File: src/rtl/spi_rcp_pkg.sv
package spi_rcp_pkg;
   localparam logic [6:0] DEV_ADDR  = 7'b1001111;
   localparam logic [3:0] PART_NIB  = 4'b1100;
   localparam int         ID_SLOT   = 1;
   localparam int         PWR_SLOT  = 2;

   typedef enum logic [2:0] {
      PH_ADDR,
      PH_PTR,
      PH_WR,
      PH_RD,
      PH_SKIP
   } phase_t;
endpackage

File: src/rtl/spi_rcp_sync.sv
module spi_rcp_sync #(
   parameter int STAGES = 2
) (
   input  logic clk,
   input  logic rst_n,
   input  logic sclk_pin,
   input  logic cs_n_pin,
   input  logic mosi_pin,
   output logic sclk_rise,
   output logic sclk_fall,
   output logic cs_idle,
   output logic mosi_s
);
   // bit 2 = sclk, bit 1 = cs_n, bit 0 = mosi
   for (genvar g = 0; g < STAGES; g++) begin : g_stg
      logic [2:0] d;
      logic [2:0] q;
      if (g == 0) begin : g_first
         assign d = {sclk_pin, cs_n_pin, mosi_pin};
      end else begin : g_next
         assign d = g_stg[g-1].q;
      end
      always_ff @(posedge clk or negedge rst_n) begin
         if (!rst_n) q <= 3'b010;
         else        q <= d;
      end
   end

   logic [2:0] last;
   logic       sclk_prev;
   assign last = g_stg[STAGES-1].q;

   always_ff @(posedge clk or negedge rst_n) begin
      if (!rst_n) sclk_prev <= 1'b0;
      else        sclk_prev <= last[2];
   end

   assign cs_idle   = last[1];
   assign mosi_s    = last[0];
   assign sclk_rise =  last[2] & ~sclk_prev & ~last[1];
   assign sclk_fall = ~last[2] &  sclk_prev & ~last[1];
endmodule

File: src/rtl/spi_rcp_regs.sv
module spi_rcp_regs
   import spi_rcp_pkg::*;
#(
   parameter int         NUM_REGS = 16,
   parameter logic [3:0] REV      = 4'h3
) (
   input  logic                  clk,
   input  logic                  rst_n,
   input  logic                  wr_en,
   input  logic [7:0]            wr_ptr,
   input  logic [7:0]            wr_data,
   input  logic [7:0]            rd_ptr,
   output logic [7:0]            rd_data,
   output logic [NUM_REGS*8-1:0] reg_bus
);
   localparam int         IDX_W = (NUM_REGS > 1) ? $clog2(NUM_REGS) : 1;
   localparam logic [8:0] LIMIT = 9'(NUM_REGS);

   logic [7:0] bank [NUM_REGS];

   for (genvar k = 0; k < NUM_REGS; k++) begin : g_slot
      if (k == ID_SLOT) begin : g_id
         assign bank[k] = {PART_NIB, REV};
      end else begin : g_rw
         localparam logic [7:0] INIT = (k == PWR_SLOT) ? 8'h01 : 8'h00;
         logic [7:0] q;
         always_ff @(posedge clk or negedge rst_n) begin
            if (!rst_n)                           q <= INIT;
            else if (wr_en && wr_ptr == 8'(k))    q <= wr_data;
         end
         assign bank[k] = q;
      end
      assign reg_bus[k*8 +: 8] = bank[k];
   end

   assign rd_data = ({1'b0, rd_ptr} < LIMIT) ? bank[rd_ptr[IDX_W-1:0]] : 8'h00;
endmodule

File: src/rtl/spi_rcp_frame.sv
module spi_rcp_frame
   import spi_rcp_pkg::*;
(
   input  logic       clk,
   input  logic       rst_n,
   input  logic       sclk_rise,
   input  logic       sclk_fall,
   input  logic       cs_idle,
   input  logic       mosi_s,
   input  logic [7:0] rd_data,
   output logic       wr_en,
   output logic [7:0] wr_ptr,
   output logic [7:0] wr_data,
   output logic [7:0] rd_ptr,
   output logic       miso,
   output logic       miso_oe,
   output logic       skip
);
   phase_t     phase;
   logic [2:0] cnt;
   logic [6:0] sh;
   logic [7:0] ptr;
   logic [7:0] tx;
   logic [7:0] byte_in;
   logic       byte_done;

   assign byte_in   = {sh, mosi_s};
   assign byte_done = sclk_rise && (cnt == 3'd7);
   assign wr_en     = byte_done && (phase == PH_WR);
   assign wr_ptr    = ptr;
   assign wr_data   = byte_in;
   assign rd_ptr    = (phase == PH_RD) ? ptr + 8'd1 : ptr;
   assign skip      = (phase == PH_SKIP);

   always_ff @(posedge clk or negedge rst_n) begin
      if (!rst_n) begin
         phase   <= PH_ADDR;
         cnt     <= '0;
         sh      <= '0;
         ptr     <= '0;
         tx      <= '0;
         miso    <= 1'b0;
         miso_oe <= 1'b0;
      end else if (cs_idle) begin
         phase   <= PH_ADDR;
         cnt     <= '0;
         miso_oe <= 1'b0;
      end else begin
         if (sclk_rise) begin
            cnt <= cnt + 3'd1;
            sh  <= byte_in[6:0];
            if (cnt == 3'd7) begin
               case (phase)
                  PH_ADDR: begin
                     if (byte_in[7:1] != DEV_ADDR) begin
                        phase <= PH_SKIP;
                     end else if (byte_in[0]) begin
                        phase <= PH_RD;
                        tx    <= rd_data;
                     end else begin
                        phase <= PH_PTR;
                     end
                  end
                  PH_PTR: begin
                     ptr   <= byte_in;
                     phase <= PH_WR;
                  end
                  PH_WR: ptr <= ptr + 8'd1;
                  PH_RD: begin
                     ptr <= ptr + 8'd1;
                     tx  <= rd_data;
                  end
                  default: ;
               endcase
            end
         end
         if (sclk_fall && phase == PH_RD) begin
            miso    <= tx[7];
            tx      <= {tx[6:0], 1'b0};
            miso_oe <= 1'b1;
         end
      end
   end
endmodule

File: src/rtl/spi_reg_port.sv
module spi_reg_port
   import spi_rcp_pkg::*;
#(
   parameter int         NUM_REGS    = 16,
   parameter int         SYNC_STAGES = 2,
   parameter logic [3:0] REV         = 4'h3
) (
   input  logic                  clk,
   input  logic                  rst_n,
   input  logic                  spi_sclk,
   input  logic                  spi_cs_n,
   input  logic                  spi_mosi,
   output logic                  spi_miso,
   output logic                  spi_miso_oe,
   output logic                  pwr_dn,
   output logic [NUM_REGS*8-1:0] reg_bus
);
   if (NUM_REGS < 3 || NUM_REGS > 256) begin : g_bad_regs
      $error("spi_reg_port: NUM_REGS must lie in 3..256");
   end
   if (SYNC_STAGES < 2) begin : g_bad_sync
      $error("spi_reg_port: SYNC_STAGES must be at least 2");
   end

   logic       sclk_rise, sclk_fall, cs_idle, mosi_s;
   logic       wr_en, skip_flag;
   logic [7:0] wr_ptr, wr_data, rd_ptr, rd_data;

   spi_rcp_sync #(.STAGES(SYNC_STAGES)) u_sync (
      .clk       (clk),
      .rst_n     (rst_n),
      .sclk_pin  (spi_sclk),
      .cs_n_pin  (spi_cs_n),
      .mosi_pin  (spi_mosi),
      .sclk_rise (sclk_rise),
      .sclk_fall (sclk_fall),
      .cs_idle   (cs_idle),
      .mosi_s    (mosi_s)
   );

   spi_rcp_frame u_frame (
      .clk       (clk),
      .rst_n     (rst_n),
      .sclk_rise (sclk_rise),
      .sclk_fall (sclk_fall),
      .cs_idle   (cs_idle),
      .mosi_s    (mosi_s),
      .rd_data   (rd_data),
      .wr_en     (wr_en),
      .wr_ptr    (wr_ptr),
      .wr_data   (wr_data),
      .rd_ptr    (rd_ptr),
      .miso      (spi_miso),
      .miso_oe   (spi_miso_oe),
      .skip      (skip_flag)
   );

   spi_rcp_regs #(.NUM_REGS(NUM_REGS), .REV(REV)) u_regs (
      .clk     (clk),
      .rst_n   (rst_n),
      .wr_en   (wr_en),
      .wr_ptr  (wr_ptr),
      .wr_data (wr_data),
      .rd_ptr  (rd_ptr),
      .rd_data (rd_data),
      .reg_bus (reg_bus)
   );

   assign pwr_dn = reg_bus[PWR_SLOT*8];
endmodule

File: config.mk
export PLATFORM = sky130hd
export DESIGN_NAME = spi_reg_port
export DESIGN_NICKNAME = d
export VERILOG_FILES = /design/src/rtl/spi_rcp_pkg.sv /design/src/rtl/spi_rcp_sync.sv /design/src/rtl/spi_rcp_regs.sv /design/src/rtl/spi_rcp_frame.sv /design/src/rtl/spi_reg_port.sv
export SDC_FILE = /design/constraint.sdc
export NUM_CORES = 1
export LEC_CHECK = 0
export BUFFER_PORTS_ARGS = -buffer_cell sky130_fd_sc_hd__buf_2
export CAP_MARGIN = 20
export CORE_ASPECT_RATIO = 1.4
export CORE_MARGIN = 2
export CORE_UTILIZATION = 40
export CTS_BUF_LIST = sky130_fd_sc_hd__clkbuf_16
export CTS_CLUSTER_SIZE = 24
export DETAILED_ROUTE_END_ITERATION = 6
export SLEW_MARGIN = 20
export SYNTH_ARGS = -nofsm -noshare
export SYNTH_HDL_FRONTEND = slang
export SYNTH_SLANG_ARGS = --single-unit
export TNS_END_PERCENT = 50
File: constraint.sdc
create_clock -name clk -period 8.9 [get_ports clk]
set_clock_uncertainty 0.05 [all_clocks]
set_input_delay 0.445 -clock clk [delete_from_list [all_inputs] [get_ports clk]]
set_output_delay 0.445 -clock clk [all_outputs]
set_load 0.02 [all_outputs]
==> flow_summary.toml, run 1 <==
[run_status]
outcome = "completed"

[logic_synthesis]
ys_async_sr_fraction_pct = 100.0
synth_edf_count = 0
synth_area_sq_mm = 0.008322
syn_avg_cell_area_sq_um = 12.13
yosysWarnings = 0
ys_types = 61
synthFlopType = "dfrtp_1"
synth_commonest_cells = "dfrtp_1 (155), mux2_2 (128), mux2i_1 (87)"
synthTopCellsByArea = "dfrtp_1 (47%), mux2_2 (17%), mux2i_1 (10%), mux4_2 (3.0%), clkbuf_1 (1.6%)"
synth_seq_cells = 158
ys_seq_area_share_pct = 47.56
synth.most_common_cell = "dfrtp_1"
synth_top_area_share_pct = 46.61
synth_area_leader_cell = "dfrtp_1"
netlist_instances = 686

[setup_path]
cp-start-kind = "register"
crit_required_ns = 9.20
worstPathMaxFanout = 58
r2r_start = "u_frame.wr_ptr[0]"
arrival_ns = 4.32
critPathKind = "register to register"
reg2reg_slack_ns = 4.88
worstReg2RegEnd = "u_frame.tx[0]"
critPathCaptureType = "register"
reg2reg_depth = 10

[worst_hold_path]
whs_path_depth = 1
whs_endpoint = "u_sync.g_stg[0].q[1]"
min_from = "spi_cs_n"
hold_class = "primary input to register"

[drt]
drt_pass1_iterations = 7
postRouteAntennaNets = 0
vias_per_cell = 5.827
vias = 6124
drt_iter0_markers = 450
wl_per_cell_microns = 23.69
route.detailed.drc = 0
finalWirelength_microns = 24900

[pwr]
p_leak_nw = 4.708
powerDensity_mw_per_mm2 = 169.0
finalPower_mw = 1.641
ir_worst_vdd_uv = 130.4

[cells_and_area]
finalNetCount = 793
multiInputGateArea_sq_mm = 0.004089
drive_gt1_share_pct = 41.26
fin_cells = 1051
area_growth_pct = 16.70
register_area_sq_mm = 0.003959
n_fill_cell = 1879
n_antenna_cell = 0
final_area_sq_mm = 0.009712

[floorplanning]
die_h_microns = 174.7
pin_count = 136
core_area_sq_mm = 0.02048
start_util_pct = 40.63
rows = 62
fp.dieW_microns = 125.9
die_area_sq_mm = 0.02199

[placed_design]
port_buffers = 127
place.gp.congestion = 0.9156
dp_hpwl_microns = 17250
placed_area_sq_mm = 0.009107
place_inst = 1019

[cts]
clockBufferDepth = 2
ctsHoldBuffers = 0
clk_latency_ns = 0.44
clkSinkCount = 158
post_cts_resized = 0
postCtsSetupRepairBufs = 0
clk_pin_slew_ns = 0.07
cts_buffers = 17
cts-root-buf = "clkbuf_16"
cts_tree = "built"
cts.htree.levels = 4

[sta]
slew_headroom_pct = 32.09
max_freq_ghz = 0.2485
min_period_ns = 4.024
hold_viol = 0
rsz0062_at_grt = "no"
tns_ns = 0
final_max_slew_viol_count = 0
finalCritPeriodShare_pct = 45.21
setup_viol = 0
max_slew.worst_pin.slew_ns = 1.015

[global_route]
grt-ovfl-total = 0
grt_max_degree = 103
antenna_found_initial = 0
grt_pass1_wl_microns = 38380
grt_pass1_vias = 6473
grt_usage_pct = 22.99

[job]
drv_cap = 0
==> cell usage in the layout (no fill, tap or decap), drive strengths merged, types with 8 or more instances in the layout <==
cell | netlist | layout
clkbuf | 36 | 17
nor2 | 42 | 42
nand2 | 19 | 19
mux2 | 128 | 128
mux2i | 87 | 87
a21oi | 23 | 23
inv | 6 | 13
conb | 2 | 8
mux4 | 11 | 11
o21ai | 15 | 15
a221oi | 14 | 14
o31ai | 8 | 8
dfrtp | 155 | 155
nor3 | 13 | 13
buf | 29 | 136
nand3 | 9 | 9
==> per-layer routing <==
metal  share of wire (%)  vias up  GRT usage [%]
li1                    -     2720              -
met1                  38     3186          26.50
met2                  55      176          42.52
met3                 3.9       42          3.827
met4                 2.7        0          8.333
met5                   0        -              0
==> how the worst max path moves through the flow <==
| stage | from | end | slack (ns) | cells after the start |
|---|---|---|---|---|
| 2_1_floorplan | u_frame.wr_ptr[1] | u_frame.tx[1] | 5.77 | 11 |
| 3_3_place_gp | u_frame.wr_ptr[0] | u_frame.tx[0] | 4.94 | 10 |
| 3_5_place_dp | u_frame.wr_ptr[0] | u_frame.tx[6] | 4.89 | 10 |
| 4_1_cts | u_frame.wr_ptr[0] | u_frame.tx[6] | 4.87 | 10 |
| 5_1_grt | u_frame.wr_ptr[0] | u_frame.tx[6] | 4.61 | 10 |
| 6_report | u_frame.wr_ptr[0] | u_frame.tx[0] | 4.88 | 10 |
==> critical path, cell delays in order, from the launching register on <==
cell and delay, ns:
dfrtp_2 0.34, buf_4 0.62, inv_1 0.48, ha_1 0.61, and4b_1 0.38, a21oi_1 0.14
buf_4 0.29, a221oi_1 0.12, o32ai_1 0.40, a21oi_1 0.17, o31ai_1 0.30
==> kinds of logic after synthesis <==
kind of cell	after synthesis	synth area share, %
multiplexers	226	30.76
AO/OA/AOI/OAI	101	8.570
other	2	0.09025
AND/OR/NAND/NOR	116	7.683
buffers and inverters	71	3.804
adder cells (fa/ha/maj)	6	0.9021
XOR/XNOR	6	0.6316
flip-flops	158	47.56
==> final cells by class <==
class	count	share of cell area, %
Tap cell	256	3.298
Sequential cell	158	40.76
Clock buffer	17	4.380
Timing Repair Buffer	136	7.382
Inverter	6	0.2319
Multi-Input combinational cell	463	42.10
Clock inverter	15	1.842
==> flip-flops by register name (all words and copies together), names as in the netlist <==
signal	flops
u_sync.g_stg.q	6
u_regs.g_slot.g_rw.q	120
u_frame.cnt	3
u_frame.tx	8
u_frame.sh	7
u_frame.wr_ptr	8
u_sync.sclk_prev	1
u_frame.miso_oe	1
u_frame.miso	1
u_frame.phase	3
==> report_power, final <==
group	leakage, nW	switching, mW	internal (mW)
clock	0.290	0.332	0.423
sequential	2.17	0.103	0.731
combinational	2.25	0.0282	0.0236
==> stage by stage <==
| step | hold WS, ns | setup slack [ns] | utilization (%) |
|---|---|---|---|
| 2_1_floorplan | 0.09941 | 5.774 | - |
| 4_1_cts | 0.03504 | 4.873 | 47.42 |
| 3_3_place_gp | 0.2986 | 4.942 | 44.34 |
| 6_report | 0.04700 | 4.876 | 47.42 |
| 3_5_place_dp | 0.2871 | 4.893 | 44.47 |
| 5_1_grt | 0.03475 | 4.609 | 47.42 |
Power figures use the tool's default switching activity.
==> inputs of run 2 (changes only) <==
Clock period 8.9 ns to 4.05 ns, I/O delays scaled along.
==> flow_summary.toml, run 2 (synthesis gave the netlist of run 1 again) <==
[sta]
final_max_slew_viol_count = 0
whs_ns = 0.2813
setup_viol = 0
min_period_ns = 3.050
rsz0062_at_grt = "no"
tns_ns = 0
hold_viol = 0
slew_headroom_pct = 27.46
max_freq_ghz = 0.3278
worst_slack_ns = 0.9997
max_slew.worst_pin.slew_ns = 1.078
finalCritPeriodShare_pct = 75.32

[global_route]
grt_max_degree = 96
grt-ovfl-total = 0
grt_usage_pct = 22.91
antenna_found_initial = 0
grt_pass1_wl_microns = 38490
grt_pass1_vias = 6492

[floorplanning]
die_area_sq_mm = 0.02199
pin_count = 136
die_h_microns = 174.7
rows = 62
fp.dieW_microns = 125.9
core_area_sq_mm = 0.02048
start_util_pct = 40.63

[pwr]
ir_worst_vdd_uv = 292.5
finalPower_mw = 3.715
powerDensity_mw_per_mm2 = 377.5
p_leak_nw = 4.783

[cells_and_area]
layout_commonest_cell = "dfrtp_1"
n_antenna_cell = 0
finalNetCount = 803
regMostFlops = "u_regs.g_slot.g_rw.q"
final_area_sq_mm = 0.009841
area_growth_pct = 18.25
final_cell_mix = "dfrtp_1 (154), mux2_2 (128), buf_2 (126), mux2i_1 (87), nor2_1 (30)"
final_util_pct = 48.05
largest_register_ffs = 120
fin_cells = 1060
drive_gt1_share_pct = 41.29

[cts]
cts-root-buf = "clkbuf_16"
clk_latency_ns = 0.43
post_cts_resized = 0
clk_pin_slew_ns = 0.06
cts.htree.levels = 4
cts_buffers = 17
cts_tree = "built"
ctsHoldBuffers = 4
clockBufferDepth = 2
postCtsSetupRepairBufs = 0
clkSinkCount = 158

[placed_design]
place_ws_ns = 1.032
place_inst = 1025
port_buffers = 127
placed_area_sq_mm = 0.009158
place.gp.congestion = 0.9236
dp_hpwl_microns = 17670

[setup_path]
critPathKind = "register to register"
crit_required_ns = 4.31
arrival_ns = 3.31
worstPathMaxFanout = 18
cp-start-kind = "register"
reg2reg_slack_ns = 1.0
critPathCaptureType = "register"

[drt]
wl_per_cell_microns = 23.40
route.detailed.drc = 0
drt_iter0_markers = 520
finalWirelength_microns = 24800
vias_per_cell = 5.802
postRouteAntennaNets = 0
vias = 6150
drt_pass1_iterations = 5

[worst_hold_path]
hold_class = "primary input to async pin"

[run_status]
outcome = "completed"

[job]
drv_cap = 0
## run 2: final cells by class
class | instances | area [sq um]
flip-flops and latches | 158 | 3959
multi-input cells | 463 | 4089
inverters | 6 | 22.52
clock buffers | 17 | 425.4
well taps | 256 | 320.3
fillers | 1906 | 10640
repair buffers | 146 | 807.0
clock inverters | 14 | 217.7
## run 2: where the power goes
part           internal [mW]  switching [mW]  leakage, nW
Clock                   1.09           0.660        0.316
Combinational         0.0649           0.119         2.29
Sequential              1.61           0.169         2.17
## run 2: critical path: stages (launching register included)
cell and delay [ns]:
dfrtp_1 0.68, nand2b_1 0.34, nor4_2 0.62, nand2_1 0.25, nor2_2 0.57, mux2_2 0.41
## run 2: per-layer routing
metal / up-vias / wire length (microns) / global-route usage [%]
met5: - / 0 / 0
met4: 0 / 1018 / 10.35
met3: 53 / 1217 / 3.919
met2: 216 / 12990 / 40.32
met1: 3134 / 9581 / 27.27
li1: 2747 / - / -
## run 2: worst paths after layout
path,to,start,cells past startpoint
max,u_regs.g_slot[5].g_rw.q[3],u_frame.phase[1],5
min,u_regs.g_slot[3].g_rw.q[4],rst_n,2
max reg2reg,u_regs.g_slot[5].g_rw.q[3],u_frame.phase[1],5
min reg2reg,u_sync.g_stg[1].q[1],u_sync.g_stg[0].q[1],0
max in group asynchronous,u_regs.g_slot[10].g_rw.q[2],rst_n,3
min in group clk,u_sync.g_stg[1].q[1],u_sync.g_stg[0].q[1],0
